<file path="config.mk">
export PLATFORM = sky130hd
export DESIGN_NAME = vchan_xform_top
export DESIGN_NICKNAME = d
export VERILOG_FILES = /design/src/rtl/vchan_pkg.sv /design/src/rtl/vchan_cfg_reg.sv /design/src/rtl/vchan_lane.sv /design/src/rtl/vchan_xform_top.sv
export SDC_FILE = /design/constraint.sdc
export NUM_CORES = 1
export LEC_CHECK = 0
export BUFFER_PORTS_ARGS = -buffer_cell sky130_fd_sc_hd__buf_4
export CORE_AREA = 2 2 100 102
export DETAILED_ROUTE_END_ITERATION = 6
export DIE_AREA = 0 0 102 104
export PLACE_DENSITY = 0.73
export SLEW_MARGIN = 25
export SYNTH_ARGS = -nofsm -noshare
export SYNTH_HDL_FRONTEND = slang
export SYNTH_SLANG_ARGS = --single-unit
export TNS_END_PERCENT = 1
</file>
<file path="constraint.sdc">
create_clock -name clk -period 2.38 [get_ports clk]
set_clock_uncertainty 0.05 [all_clocks]
set_input_delay 0.476 -clock clk [delete_from_list [all_inputs] [get_ports clk]]
set_output_delay 0.476 -clock clk [all_outputs]
set_load 0.02 [all_outputs]
</file>
<file path="src/rtl/vchan_pkg.sv">
package vchan_pkg;
    localparam int CH_N = 4;
    localparam int DW   = 8;

    // bits blocked while the trip-setting pin mode is active
    localparam logic [DW-1:0] TRIP_BLOCK = 8'h43;
    // implemented bits (bit 7 unused)
    localparam logic [DW-1:0] IMPL_MASK  = 8'h7F;

    typedef enum logic {CFG_OPEN, CFG_LOCKED} cfg_st_e;
    typedef enum logic {LN_DIODE, LN_VOLT}    lane_st_e;

    function automatic int inv_pos(input int ch);
        return 2 * ch;
    endfunction

    function automatic int en_pos(input int ch);
        return 2 * ch + 1;
    endfunction
endpackage

</file>
<file path="src/rtl/vchan_cfg_reg.sv">
module vchan_cfg_reg
    import vchan_pkg::*;
(
    input  logic                clk,
    input  logic                rst_n,
    input  logic                wr_en,
    input  logic [DW-1:0]       wr_data,
    input  logic                sw_lock,
    input  logic                trip_mode,
    output logic [DW-1:0]       rd_data,
    output logic [CH_N-1:0]     inv,
    output logic [CH_N-2:0]     en
);
    cfg_st_e       state_q, state_d;
    logic [DW-1:0] cfg_q;
    logic [DW-1:0] block_m;
    logic [DW-1:0] eff;
    logic          wr_ok;

    assign block_m = trip_mode ? TRIP_BLOCK : '0;

    always_ff @(posedge clk) begin
        if (!rst_n) state_q <= CFG_OPEN;
        else        state_q <= state_d;
    end

    always_comb begin
        state_d = state_q;
        unique case (state_q)
            CFG_OPEN:   if (sw_lock) state_d = CFG_LOCKED;
            CFG_LOCKED: state_d = CFG_LOCKED;
        endcase
    end

    assign wr_ok = wr_en && !sw_lock && (state_q == CFG_OPEN);

    always_ff @(posedge clk) begin
        if (!rst_n)     cfg_q <= '0;
        else if (wr_ok) cfg_q <= wr_data & IMPL_MASK & ~block_m;
    end

    assign eff     = cfg_q & ~block_m;
    assign rd_data = eff;

    always_comb begin
        for (int c = 0; c < CH_N; c++) inv[c] = eff[inv_pos(c)];
        for (int c = 0; c < CH_N - 1; c++) en[c] = eff[en_pos(c)];
    end

    // register frozen once locked
    a_r9_locked_frozen: assert property (@(posedge clk) disable iff (!rst_n)
        (state_q == CFG_LOCKED) |=> $stable(cfg_q));
    // the lock never releases before reset
    a_r9_lock_sticky: assert property (@(posedge clk) disable iff (!rst_n)
        (state_q == CFG_LOCKED) |=> (state_q == CFG_LOCKED));
    // blocked bits read zero in trip mode
    a_r8_trip_bits_zero: assert property (@(posedge clk) disable iff (!rst_n)
        trip_mode |-> ((rd_data & TRIP_BLOCK) == '0));
endmodule

</file>
<file path="src/rtl/vchan_lane.sv">
module vchan_lane
    import vchan_pkg::*;
#(
    parameter bit RESET_VOLT = 1'b0
) (
    input  logic          clk,
    input  logic          rst_n,
    input  logic          en,
    input  logic          inv,
    input  logic          smp_vld,
    input  logic [DW-1:0] smp,
    input  logic [DW-1:0] hi_lim,
    input  logic [DW-1:0] lo_lim,
    output logic [DW-1:0] xf,
    output logic          xf_vld,
    output logic          hi,
    output logic          lo,
    output logic          volt
);
    localparam logic [DW-1:0] FULL = '1;
    localparam lane_st_e RST_ST = RESET_VOLT ? LN_VOLT : LN_DIODE;

    lane_st_e      state_q, state_d;
    logic [DW-1:0] val;

    always_ff @(posedge clk) begin
        if (!rst_n) state_q <= RST_ST;
        else        state_q <= state_d;
    end

    always_comb begin
        state_d = state_q;
        unique case (state_q)
            LN_DIODE: if (en)  state_d = LN_VOLT;
            LN_VOLT:  if (!en) state_d = LN_DIODE;
        endcase
    end

    assign val  = inv ? (FULL - smp) : smp;
    assign volt = (state_q == LN_VOLT);

    always_ff @(posedge clk) begin
        if (!rst_n) begin
            xf     <= '0;
            xf_vld <= 1'b0;
            hi     <= 1'b0;
            lo     <= 1'b0;
        end else begin
            xf_vld <= smp_vld;
            if (smp_vld) xf <= val;
            unique case (state_q)
                LN_DIODE: begin
                    hi <= 1'b0;
                    lo <= 1'b0;
                end
                LN_VOLT: if (smp_vld) begin
                    hi <= (val > hi_lim);
                    lo <= (val <= lo_lim);
                end
            endcase
        end
    end

    // strobe produces exactly one update pulse one clock later
    a_r4_vld_follows: assert property (@(posedge clk) disable iff (!rst_n)
        smp_vld |=> xf_vld);
    a_r4_no_spurious_vld: assert property (@(posedge clk) disable iff (!rst_n)
        !smp_vld |=> !xf_vld);
    // diode mode clears the flags
    a_r7_diode_quiet: assert property (@(posedge clk) disable iff (!rst_n)
        (state_q == LN_DIODE) |=> (!hi && !lo));
    // value holds between strobes
    a_r4_hold: assert property (@(posedge clk) disable iff (!rst_n)
        !smp_vld |=> $stable(xf));
endmodule

</file>
<file path="src/rtl/vchan_xform_top.sv">
module vchan_xform_top
    import vchan_pkg::*;
(
    input  logic               clk,
    input  logic               rst_n,
    input  logic               wr_en,
    input  logic [DW-1:0]      wr_data,
    output logic [DW-1:0]      rd_data,
    input  logic               sw_lock,
    input  logic               trip_mode,
    input  logic [CH_N-1:0]    smp_vld,
    input  logic [CH_N*DW-1:0] smp_data,
    input  logic [CH_N*DW-1:0] hi_lim,
    input  logic [CH_N*DW-1:0] lo_lim,
    output logic [CH_N*DW-1:0] xf_data,
    output logic [CH_N-1:0]    xf_vld,
    output logic [CH_N-1:0]    hi_flag,
    output logic [CH_N-1:0]    lo_flag,
    output logic [CH_N-1:0]    volt_mode
);
    logic [CH_N-1:0] inv;
    logic [CH_N-2:0] en_cfg;
    logic [CH_N-1:0] lane_en;

    vchan_cfg_reg u_cfg (
        .clk       (clk),
        .rst_n     (rst_n),
        .wr_en     (wr_en),
        .wr_data   (wr_data),
        .sw_lock   (sw_lock),
        .trip_mode (trip_mode),
        .rd_data   (rd_data),
        .inv       (inv),
        .en        (en_cfg)
    );

    // last channel is a dedicated voltage input
    assign lane_en = {1'b1, en_cfg};

    for (genvar g = 0; g < CH_N; g++) begin : g_lane
        vchan_lane #(.RESET_VOLT(g == CH_N - 1)) u_lane (
            .clk    (clk),
            .rst_n  (rst_n),
            .en     (lane_en[g]),
            .inv    (inv[g]),
            .smp_vld(smp_vld[g]),
            .smp    (smp_data[g*DW +: DW]),
            .hi_lim (hi_lim[g*DW +: DW]),
            .lo_lim (lo_lim[g*DW +: DW]),
            .xf     (xf_data[g*DW +: DW]),
            .xf_vld (xf_vld[g]),
            .hi     (hi_flag[g]),
            .lo     (lo_flag[g]),
            .volt   (volt_mode[g])
        );
    end
endmodule

</file>
Word level (Yosys, flattened, before mapping)
Cells that the tools add are included.
{"block": "totals", "register_bits": 56, "inputBits": 113, "out_inout_bits": 56}
{"block": "classes", "addsub": 4, "n_lt_le_gt_ge": 8, "n_eq_ne": 3, "n_mux": 24, "bitwise": 7, "n_reduce_logical": 3}
{"cell": "greater-than comparator 8 bit", "count": 4}
{"cell": "<= comparator 8 bit", "count": 4}
{"cell": "two-way mux 8 bit", "count": 4}
{"cell": "subtractor 8 bit, first input constant", "count": 4}
{"cell": "case mux 1 bit (2 select lines)", "count": 7}
{"cell": "two-way mux 1 bit", "count": 12}
{"cell": "bitwise AND 7 x 8 -> 8 bit", "count": 1}
{"cell": "bitwise AND 8 bit", "count": 1}
{"cell": "inverter 8 bit", "count": 1}
{"cell": "two-way mux 7 bit", "count": 1}
{"cell": "inequality test 2 bit, second input constant", "count": 3}
{"cell": "inverter 1 bit", "count": 4}
{"cell": "logical AND 1 bit", "count": 2}
{"cell": "logical NOT 1 bit", "count": 1}

Logic depth before layout (Yosys ltp)
Gate-level depths: netlist of run 1.
{"block": "depth", "word_depth": 7, "depth_mapped": 9, "depth_no_buf": 8}

Cells and area by module
A second synthesis of run 1 with hierarchy kept.
{"block": "unflattened", "cells_unflattened": 457, "hier_area_um2": 4161.5}
{"mod": "vchan_lane (g_lane[0].u_lane ...)", "n_inst": 3, "cells_each": 102, "area_each_um2": 918.4, "seq_area_each_um2": 240.2}
{"mod": "vchan_lane (g_lane[1].u_lane)", "n_inst": 1, "cells_each": 101, "area_each_um2": 953.4, "seq_area_each_um2": 240.2}
{"mod": "vchan_cfg_reg", "n_inst": 1, "cells_each": 49, "area_each_um2": 449.2, "seq_area_each_um2": 160.2}
{"mod": "vchan_xform_top", "n_inst": 1, "cells_each": 1, "area_each_um2": 3.8, "seq_area_each_um2": 0.0}

Worst setup path after synthesis of run 1
OpenSTA, ideal clock, no wires.
{"block": "synth_timing", "path_type": "in2reg", "start": "input trip_mode", "end": "register g_lane[3].u_lane.hi", "setup_time_ps": 140, "t_arrival_ps": 2136, "required_time_ps": 2190, "slack_ps": 54, "stages": 9, "n_path_buf": 1, "cell_sequence": "and2b_2 -> buf_2 -> xor2_1 -> ha_1 -> nor2b_1 -> o211ai_1 -> a21oi_1 -> a2111oi_0 -> a211oi_1"}
{"block": "synth_via", "elab_chain_len": 6}
{"element": "from (decl)", "line": "vchan_xform_top.sv:10", "source": "input logic trip_mode,"}
{"element": "two-way mux 7 bit", "line": "vchan_cfg_reg.sv:20", "source": "assign block_m = trip_mode ? TRIP_BLOCK : '0;"}
{"element": "inverter 8 bit", "line": "vchan_cfg_reg.sv:42", "source": "assign eff = cfg_q & ~block_m;"}
{"element": "bitwise AND 8 bit", "line": "vchan_cfg_reg.sv:42"}
{"element": "net g_lane[3].u_lane.inv", "line": "vchan_lane.sv:9", "source": "input logic inv,"}
{"element": "two-way mux 8 bit", "line": "vchan_lane.sv:39", "source": "assign val = inv ? (FULL - smp) : smp;"}
{"element": "net g_lane[3].u_lane.val[1]", "line": "vchan_lane.sv:24", "source": "logic [DW-1:0] val;"}
{"element": "greater-than comparator 8 bit", "line": "vchan_lane.sv:57", "source": "hi <= (val > hi_lim);"}
{"element": "two-way mux 1 bit", "line": "vchan_lane.sv:56", "source": "LN_VOLT: if (smp_vld) begin"}
{"element": "to (signal assigned)", "line": "vchan_lane.sv:57"}
{"element": "to (decl)", "line": "vchan_lane.sv:16", "source": "output logic hi,"}
The timed path passes the listed nets, and every way through them passes these cells. The select of a mux whose other input is x is not followed.
A chain may end at the register's enable or synchronous reset.

Worst setup path after layout of run 1
{"block": "layout_timing", "start": "register u_cfg.cfg_q[0]", "end": "register g_lane[0].u_lane.hi"}
{"block": "layout_via", "elab_chain_len": 5}
{"element": "from (decl)", "line": "vchan_cfg_reg.sv:15", "source": "logic [DW-1:0] cfg_q;"}
{"element": "from (signal assigned)", "line": "vchan_cfg_reg.sv:39", "source": "else if (wr_ok) cfg_q <= wr_data & IMPL_MASK & ~block_m;"}
{"element": "bitwise AND 8 bit", "line": "vchan_cfg_reg.sv:42"}
{"element": "two-way mux 8 bit", "line": "vchan_lane.sv:39"}
{"element": "net g_lane[0].u_lane.val[6]", "line": "vchan_lane.sv:24"}
{"element": "greater-than comparator 8 bit", "line": "vchan_lane.sv:57"}
{"element": "two-way mux 1 bit", "line": "vchan_lane.sv:56"}
{"element": "case mux 1 bit (2 select lines)", "line": "vchan_lane.sv:51", "source": "unique case (state_q)"}
{"element": "to (signal assigned)", "line": "vchan_lane.sv:57"}
{"element": "to (decl)", "line": "vchan_lane.sv:16"}
The timed path passes the listed nets, and every way through them passes these cells. The select of a mux whose other input is x is not followed.

==> metrics, run 1 <==
Finish-stage setup viols 0; status complete, no violations; initial antenna violation count 0; DR vias/cell 4.771; CTS sink count 55; RSZ-0062 raised after global routing no; number of global-route vias before repair between 3,000 and 4,000; Synth Instances 470; Async S/R FF share, synth 0; Hold WS 0.3561 ns; part of the power in the clock network 0.225; Data arrival, critical path 2.34 ns; minimum clock period 2.178 ns; Top Ports about 170; worst hold start wr_data[3]; power per cell area between 400 and 500 mW/mm^2; largest net degree at the start of global routing 54; FF-to-FF path depth 8; crit path capture type register; GRT Residual Overflow 0; sequential-to-total area share from yosys stat 0.2706; Worst setup SP type register; chip width 102 um; core area 0.009549 mm^2; Max Fanout on Critical Path 7; VDD IR max 253.4 uV; DRC marker count from the first detailed-route iteration 54; Hold Crit Class in -> reg; layout cells sized above 1 0.3264; Sw Share 0.3118; Seq pwr share 0.435; vias post-DR ~3,600; CTS root buffer clkbuf_8; DRC 0; detailed-router iteration count before antenna repair 4; chip height 104 um; Die Area 0.01061 mm^2; Psw 0.7168 mW; Syn Area/Cell 8.657 um^2; commonest cells in the netlist 58 x ha_1, 58 x inv_1, 55 x dfxtp_1; wire per inst 13.09 um; final core area utilization 0.5749; synth warn 0; Mapped Area 0.004069 mm^2; clock slew seen by the registers of the worst setup and hold paths 0.10 ns; Total Wirelength between 9000 and 10,000 um; synth top area cells dfxtp_1 27%, ha_1 18%, xor2_1 6.9%; Reg2Reg Launch Point u_cfg.cfg_q[0]$_SDFFE_PN0P_; Port Buffer Count 165; Pint 1.582 mW; fraction of the cycle the final worst path needs 0.9152; worst hold path cell count 3; clk buf depth 2; Antenna Nets Post-Route 0; H-Tree Depth 2; FF-to-FF setup slack 0.20 ns; Hold Buf Count CTS 0; unique cell type count in the Yosys netlist 49; Slew Limit Fails 0; starting density of the core 0.4261; Final Hold Fails 0; critical path required time 2.54 ns; CP Class reg -> reg; Fillers 879; post-synthesis net count 641; CTS tree built; Logic pwr share 0.340; Row Count 36; Worst-Skew Late Latency 0.31 ns; first-pass GRT wire length 16,280 um; top cell type's share of synthesized area 0.2706; P&R area growth vs syn 34.93%; HPWL after detailed placement 8183 um; max_cap viols 0; nets between 700 and 800; ant diodes 0; Yosys top cell by area dfxtp_1; Synth Flop Type dfxtp_1; Post-synth EDFFs 0; cts bufs inserted 5; Placer Congestion 0.8770; worst hold endpoint u_cfg.cfg_q[3]$_SDFFE_PN0P_; leak pwr 2.950 nW; total track usage 0.1883; Max Clock Freq roughly 460 MHz; reg2reg end g_lane[0].u_lane.hi$_SDFFE_PN0P_; post-layout power between 2 and 2.5 mW; #FFs+latches synth 55
## power groups by stage
stage	Sequential (mW)	Clock [mW]	Combinational, mW
6_report	1.00	0.517	0.781
5_1_grt	1.01	0.573	0.868
4_1_cts	1.00	0.544	0.788
3_5_place_dp	1.02	0	0.785
3_3_place_gp	1.02	0	0.754
2_1_floorplan	1.06	0	0.408
## registers in the layout (all words and copies together), names as in the netlist
register,count
g_lane.u_lane.hi,4
g_lane.u_lane.lo,4
g_lane.u_lane.volt,3
g_lane.u_lane.xf,32
g_lane.u_lane.xf_vld,4
u_cfg.cfg_q,7
u_cfg.state_q,1
## cells by family (layout without fill, tap and decap cells)
family                     after synthesis  in the layout  synth area share
and+or+nand+nor                        125            125            0.1636
buffers and inverters                   99            257            0.1199
AOI/OAI and AO/OA                       73             73            0.1233
adders and majority gates               58             58            0.1784
DFF                                     55             55            0.2706
xor gates and xnor gates                37             37           0.09071
muxes                                   21             21           0.05166
other                                    2              2          0.001846
## cells in the final DEF (no fill, tap or decap), drive strengths merged, types with 4 or more instances in the layout
cell	n
xnor2	5
nand3	7
a21o	8
nand2	28
clkbuf	7
xor2	32
nor2	26
a211oi	5
inv	58
o21ai	8
o211ai	4
a21oi	20
o211a	4
nor2b	29
mux2i	21
dfxtp	55
ha	58
buf	190
a21boi	10
nor3b	8
and2	9
nand4	7
## how the worst max path moves through the flow
stage	startpoint	to	slack (ns)
final	u_cfg.cfg_q[0]$_SDFFE_PN0P_	g_lane[0].u_lane.hi$_SDFFE_PN0P_	0.20
after CTS	u_cfg.cfg_q[2]$_SDFFE_PN0P_	g_lane[1].u_lane.lo$_SDFFE_PN0P_	0.11
after global routing	u_cfg.cfg_q[0]$_SDFFE_PN0P_	g_lane[0].u_lane.hi$_SDFFE_PN0P_	0.0004
after floorplan	trip_mode	g_lane[3].u_lane.hi$_SDFFE_PN0P_	0.05
after global placement	trip_mode	g_lane[3].u_lane.lo$_SDFFE_PN0P_	-0.03
after detailed placement	trip_mode	g_lane[3].u_lane.lo$_SDFFE_PN0P_	-0.1
## repair_timing
item,in CTS,in global routing
setup endpoints to repair,0,1
buffers inserted,0,0
resized for setup,0,1
## per-stage QoR
step	cell area, um^2	cells	setup slack (ns)	setup TNS, ns
2_1_floorplan	4069	470	0.05362	0
3_3_place_gp	5408	753	-0.02882	-0.05485
3_5_place_dp	5408	753	-0.09730	-0.2756
4_1_cts	5489	761	0.1121	0
5_1_grt	5490	761	0.0004050	0
6_report	5490	761	0.2018	0
## layer usage
metal  track usage  part of all wire
met5             0                 0
met2        0.3412              0.50
met4       0.04952             0.018
met3       0.04368             0.057
met1        0.2183              0.42
## worst max-delay path, cell delays in order (launching register included)
cell and delay (ns):
dfxtp_1 0.34, nor2b_2 0.19, buf_12 0.14, xor2_1 0.20, ha_1 0.30, and4_2 0.27
a221o_1 0.30, o221ai_1 0.20, a21oi_1 0.09
## area by class of cell
class / instances / area, um^2 / share of cell area
Timing Repair Buffer: 190 / 1439 / 0.2621
Tap cell: 133 / 166.4 / 0.03031
Sequential cell: 55 / 1102 / 0.2008
Inverter: 59 / 221.5 / 0.04034
Multi-Input combinational cell: 316 / 2480 / 0.4517
Clock buffer: 7 / 76.32 / 0.01390
Clock inverter: 1 / 5.005 / 0.0009116
Power figures use the tool's default switching activity.
==> inputs of run 2 (changes only) <==
CORE_AREA = 2 2 99 101   (was 2 2 100 102)
DIE_AREA = 0 0 101 103   (was 0 0 102 104)
PLACE_DENSITY = 0.72   (was 0.73)
clock period = 2.8 ns   (was 2.38 ns; I/O delays follow)
==> run 2 against run 1 <==
Effect of this change: utilization down 1.1 points; design area down 2.8%; sequential cell count unchanged; total power down 13%; sequential share of layout area up 0.56 points; clock-buffer cell count down 1; via count down 3.4%; first-iteration DRC count down 26%; clock power down 1%; wire length down 6.3%; highest routed layer unchanged.
==> metrics, run 2 (synthesis gave the netlist of run 1 again) <==
status complete, no violations; Hold Crit Class reg -> reg; CTS root buffer clkbuf_8; Data arrival, critical path between 2 and 3 ns; Biggest register g_lane.u_lane.xf; total track usage 0.1760; fin cells about 720; clock slew seen by the registers of the worst setup and hold paths 0.10 ns; Hold Buf Count CTS 0; # placed instances 714; max reg flops 32; Placer Congestion 0.8980; Die Area between 0.01 and 0.015 mm^2; cell area after layout 0.005336 mm^2; Max Clock Freq 412.8 MHz; DRC 0; cts bufs inserted 5; Fillers 871; Critical Path, Cell by Cell buf_4, and2b_2, xor2_1, ha_1, nor2b_1, o211ai_1, a21oi_1, a2111oi_0, a211oi_1; leak pwr 2.860 nW; first-pass GRT wire length 14,890 um; crit-path max cell delay 0.44 ns; post-CTS resize count 0; Port Buffer Count 165; Total Wirelength approximately 9300 um; Final Hold Fails 0; slew margin rel. 0.6410; fraction of the cycle the final worst path needs 0.8651; P&R area growth vs syn 31.15%; Worst-Skew Late Latency 0.30 ns; worst hold path cell count 2; VDD IR max 255.8 uV; power per cell area 373.6 mW/mm^2; max_cap viols 0; H-Tree Depth 2; HPWL after detailed placement 7811 um; crit path capture type register; Finish-stage setup viols 0; Worst-Margin Slew 0.5378 ns; chip height 103 um; RSZ-0062 raised after global routing no; Sw Share 0.2923; vias post-DR 3,507; wire per inst 12.95 um; Row Count 36; part of the power in the clock network 0.257; commonest non-fill, non-tap cells in the layout 169 x buf_4, 58 x inv_1, 58 x ha_1, 55 x dfxtp_1, 32 x xor2_1; Slew Limit Fails 0; starting density of the core 0.4302; post-layout power 1.994 mW; Psw 0.5828 mW; ant diodes 0; number of global-route vias before repair around 3,500; Setup TNS 0 ns; Worst setup SP type input port; FF-to-FF path depth 8; final core area utilization 0.5642; Pint between 1 and 1.5 mW; Logic pwr share 0.316; setup bufs post-CTS 0; critical path required time 2.93 ns; DRC marker count from the first detailed-route iteration 40; DR vias/cell 4.864; chip width roughly 100 um; Seq pwr share 0.428; CTS tree built; CP Class in -> reg; Top Registers g_lane.u_lane.xf x32, u_cfg.cfg_q x7; clk buf depth 2; Antenna Nets Post-Route 0; nets roughly 800; commonest non-fill, non-tap cell in the layout buf_4; CTS sink count 55; layout cells sized above 1 0.3031; minimum clock period 2.422 ns; Post-DP Area between 0.005 and 0.006 mm^2; largest net degree at the start of global routing 54; GRT Residual Overflow 0; Max Fanout on Critical Path 8; Slowest-stage cell, CP a2111oi_0; core area 0.009459 mm^2; FF-to-FF setup slack just under 0.5 ns; detailed-router iteration count before antenna repair 4; initial antenna violation count 0; Top Ports around 170
-- run 2: critical path, delay by kind of cell --
family          cells  cell delay (ns)
simple gates        2             0.47
compound gates      4             0.77
buf+inv             1             0.13
xor+xnor            1             0.32
fa+ha+maj           1             0.31
-- run 2: layout make-up --
class                           instances  area [um^2]  share of cell area
Sequential cell                        55         1101              0.2063
Inverter                               59        221.5             0.04150
Timing Repair Buffer                  170         1289              0.2415
Tap cell                              114        142.6             0.02673
Multi-Input combinational cell        316         2480              0.4647
Clock buffer                            6        72.57             0.01360
Clock inverter                          1        30.03            0.005627
-- run 2: power groups by stage --
stage	combinational [mW]	sequential, mW	clock, mW
finish	0.630	0.852	0.512
global route	0.706	0.858	0.561
global placement	0.615	0.869	0
CTS	0.638	0.853	0.534
floorplan	0.347	0.902	0
detailed placement	0.635	0.871	0
-- run 2: worst paths after layout --
path                               start                                to
min reg2reg  u_cfg.cfg_q[0]$_SDFFE_PN0P_       u_cfg.cfg_q[0]$_SDFFE_PN0P_
max reg2reg  u_cfg.cfg_q[6]$_SDFFE_PN0P_  g_lane[3].u_lane.hi$_SDFFE_PN0P_
min          u_cfg.cfg_q[0]$_SDFFE_PN0P_       u_cfg.cfg_q[0]$_SDFFE_PN0P_
max                            trip_mode  g_lane[3].u_lane.hi$_SDFFE_PN0P_
-- run 2: per-stage QoR --
| stage | hold slack [ns] | setup WS [ns] |
|---|---|---|
| 2_1_floorplan | 0.3763 | 0.3896 |
| 3_3_place_gp | 0.3937 | 0.1512 |
| 3_5_place_dp | 0.4103 | 0.006595 |
| 4_1_cts | 0.4246 | 0.3390 |
| 5_1_grt | 0.4531 | 0.1675 |
| 6_report | 0.4165 | 0.3778 |
-- run 2: routing by layer --
metal / GRT usage / share of wire / vias to the layer above
li1: - / - / 1814
met1: 0.2140 / 0.43 / 1579
met2: 0.3154 / 0.50 / 100
met3: 0.04339 / 0.062 / 14
met4: 0.03950 / 0.014 / 0
met5: 0 / 0 / -
==> inputs of run 3 (changes only) <==
CAP_MARGIN = 20   (was not set)
CORE_AREA = 2 2 100 102   (was 2 2 99 101)
DIE_AREA = 0 0 102 104   (was 0 0 101 103)
PLACE_DENSITY = 0.73   (was 0.72)
clock period = 2 ns   (was 2.8 ns; I/O delays follow)
==> run 3 against run 2 <==
Effect of this change: sequential power grew 40%; non-clock buffer count grew 27; global-route usage grew 1.4 points; critical path type is now reg -> reg; final cell count grew 6.4%; clock-buffer cell count is the same; first-iteration DRC count grew 57%; the run now ends with negative setup slack left; critical endpoint is now g_lane[0].u_lane.hi$_SDFFE_PN0P_; combinational power grew 67%; utilization grew 6.8 points; clock power grew 42%; wire length grew 13%; register-to-register slack lost 0.50 ns.
==> metrics, run 3 (synthesis gave the netlist of run 1 again) <==
status finished with violations; failing checks negative setup slack; ant diodes 0; final setup margin -0.01394 ns; Finish-stage setup viols 1; CTS sink count 55; Critical Path Source u_cfg.cfg_q[0]$_SDFFE_PN0P_; Final Hold Fails 0; Antenna Nets Post-Route 0; Row Count 36; chip width 102 um; Post-DP Area approximately 0.0055 mm^2; Hold Crit Class in -> reg; worst hold start wr_data[2]; cell area after layout about 0.0060 mm^2; total track usage 0.1903; Port Buffer Count 165; minimum clock period 2.014 ns; nets between 800 and 900; Hold WS 0.2989 ns; Setup TNS -0.01394 ns; Placer Congestion around 0.90; HPWL after detailed placement 8321 um; Slew Limit Fails 0; DR vias/cell 4.729; Top delay family on crit path compound AO/OA/AOI/OAI gates; crit path capture type register; commonest non-fill, non-tap cells in the layout 191 x buf_4, 58 x inv_1, 52 x dfxtp_1, 50 x ha_1, 28 x nor2b_1; clock slew seen by the registers of the worst setup and hold paths roughly 0.1 ns; power per cell area 491.6 mW/mm^2; DRC 0; chip height 104 um; initial antenna violation count 0; Critical Path, Cell by Cell nor2b_4, buf_12, xor2_4, ha_4, nand3_1, nand2_1, a221o_1, o221ai_1, a21oi_1; Slowest-stage cell, CP dfxtp_2; number of global-route vias before repair 3,741; layout cells sized above 1 0.4006; cts bufs inserted 5; Biggest register g_lane.u_lane.xf; H-Tree Depth 2; Worst setup SP type register; clk buf depth 2; fraction of the cycle the final worst path needs 1.007; Post-Place Worst Slack -0.3859 ns; Top Ports 169; DRC marker count from the first detailed-route iteration 63; RSZ-0062 raised after global routing yes; detailed-router iteration count before antenna repair 4; CP Class reg -> reg; CP bufs+invs 1; Total Wirelength 10,540 um; starting density of the core 0.4261; core area ~0.0095 mm^2; CTS tree built; GRT Residual Overflow 0; Hold Buf Count CTS 0; Max Fanout on Critical Path 7; post-layout power around 3 mW; max reg flops 32; Max Clock Freq roughly 500 MHz; P&R area growth vs syn 48.34%; Top Registers g_lane.u_lane.xf x32, u_cfg.cfg_q x7; Worst-Skew Late Latency 0.30 ns; VDD IR max 391.9 uV; CTS root buffer clkbuf_8; Data arrival, critical path ~2.2 ns; commonest non-fill, non-tap cell in the layout buf_4; Reg2Reg Launch Point u_cfg.cfg_q[0]$_SDFFE_PN0P_; crit-path max cell delay 0.34 ns; vias post-DR 3,627; Die Area ~0.011 mm^2; max_cap viols 0; critical path required time 2.15 ns; leak pwr 3.053 nW; first-pass GRT wire length 16,480 um; largest net degree at the start of global routing 33; wire per inst roughly 14 um
-- run 3: stage by stage --
stage	util	instances
floorplan	-	470
global placement	0.5730	755
detailed placement	0.5730	755
CTS	0.5959	762
global route	0.6321	767
finish	0.6321	767
-- run 3: worst paths after layout --
check	endpoint	slack (ns)	depth (start not counted)
setup / recovery	g_lane[0].u_lane.hi$_SDFFE_PN0P_	-0.01	9
hold / removal	u_cfg.cfg_q[2]$_SDFFE_PN0P_	0.30	3
setup reg to reg	g_lane[0].u_lane.hi$_SDFFE_PN0P_	-0.01	9
hold reg to reg	u_cfg.cfg_q[6]$_SDFFE_PN0P_	0.42	2
-- run 3: repair_timing --
action	4_1_cts	5_1_grt
endpoints found under the setup margin	6	8
buffers inserted	0	5
pin swaps	8	12
resized for setup	19	36
-- run 3: final cells by class --
class,instances,area (um^2)
timing repair buffer,197,1540
tap,133,166.4
inverter,59,221.5
fill,797,3513
multi-input combinational,316,2900
clock buffer,6,72.57
clock inverter,1,30.03
sequential,55,1105
-- run 3: per-layer routing --
metal  global-route usage  part of all wire  vias up
met5                    0                 0        -
met4              0.03429             0.013        0
met3              0.03898             0.052       12
met2               0.3473              0.52      104
met1               0.2287              0.42     1664
li1                     -                 -     1847
-- run 3: worst min-delay path, delay by kind of cell --
kind	cells	cell delay, ns
buffers and inverters	1	0.11
AO/OA/AOI/OAI	1	0.06
AND/OR/NAND/NOR	1	0.05
-- run 3: power breakdown --
| group | switching [mW] | internal [mW] | total [mW] | leakage [nW] |
|---|---|---|---|---|
| Sequential | 0.0335 | 1.16 | 1.19 | 0.454 |
| Combinational | 0.502 | 0.547 | 1.05 | 2.55 |
| Clock | 0.360 | 0.368 | 0.728 | 0.0513 |
| Total | 0.896 | 2.07 | 2.97 | 3.05 |
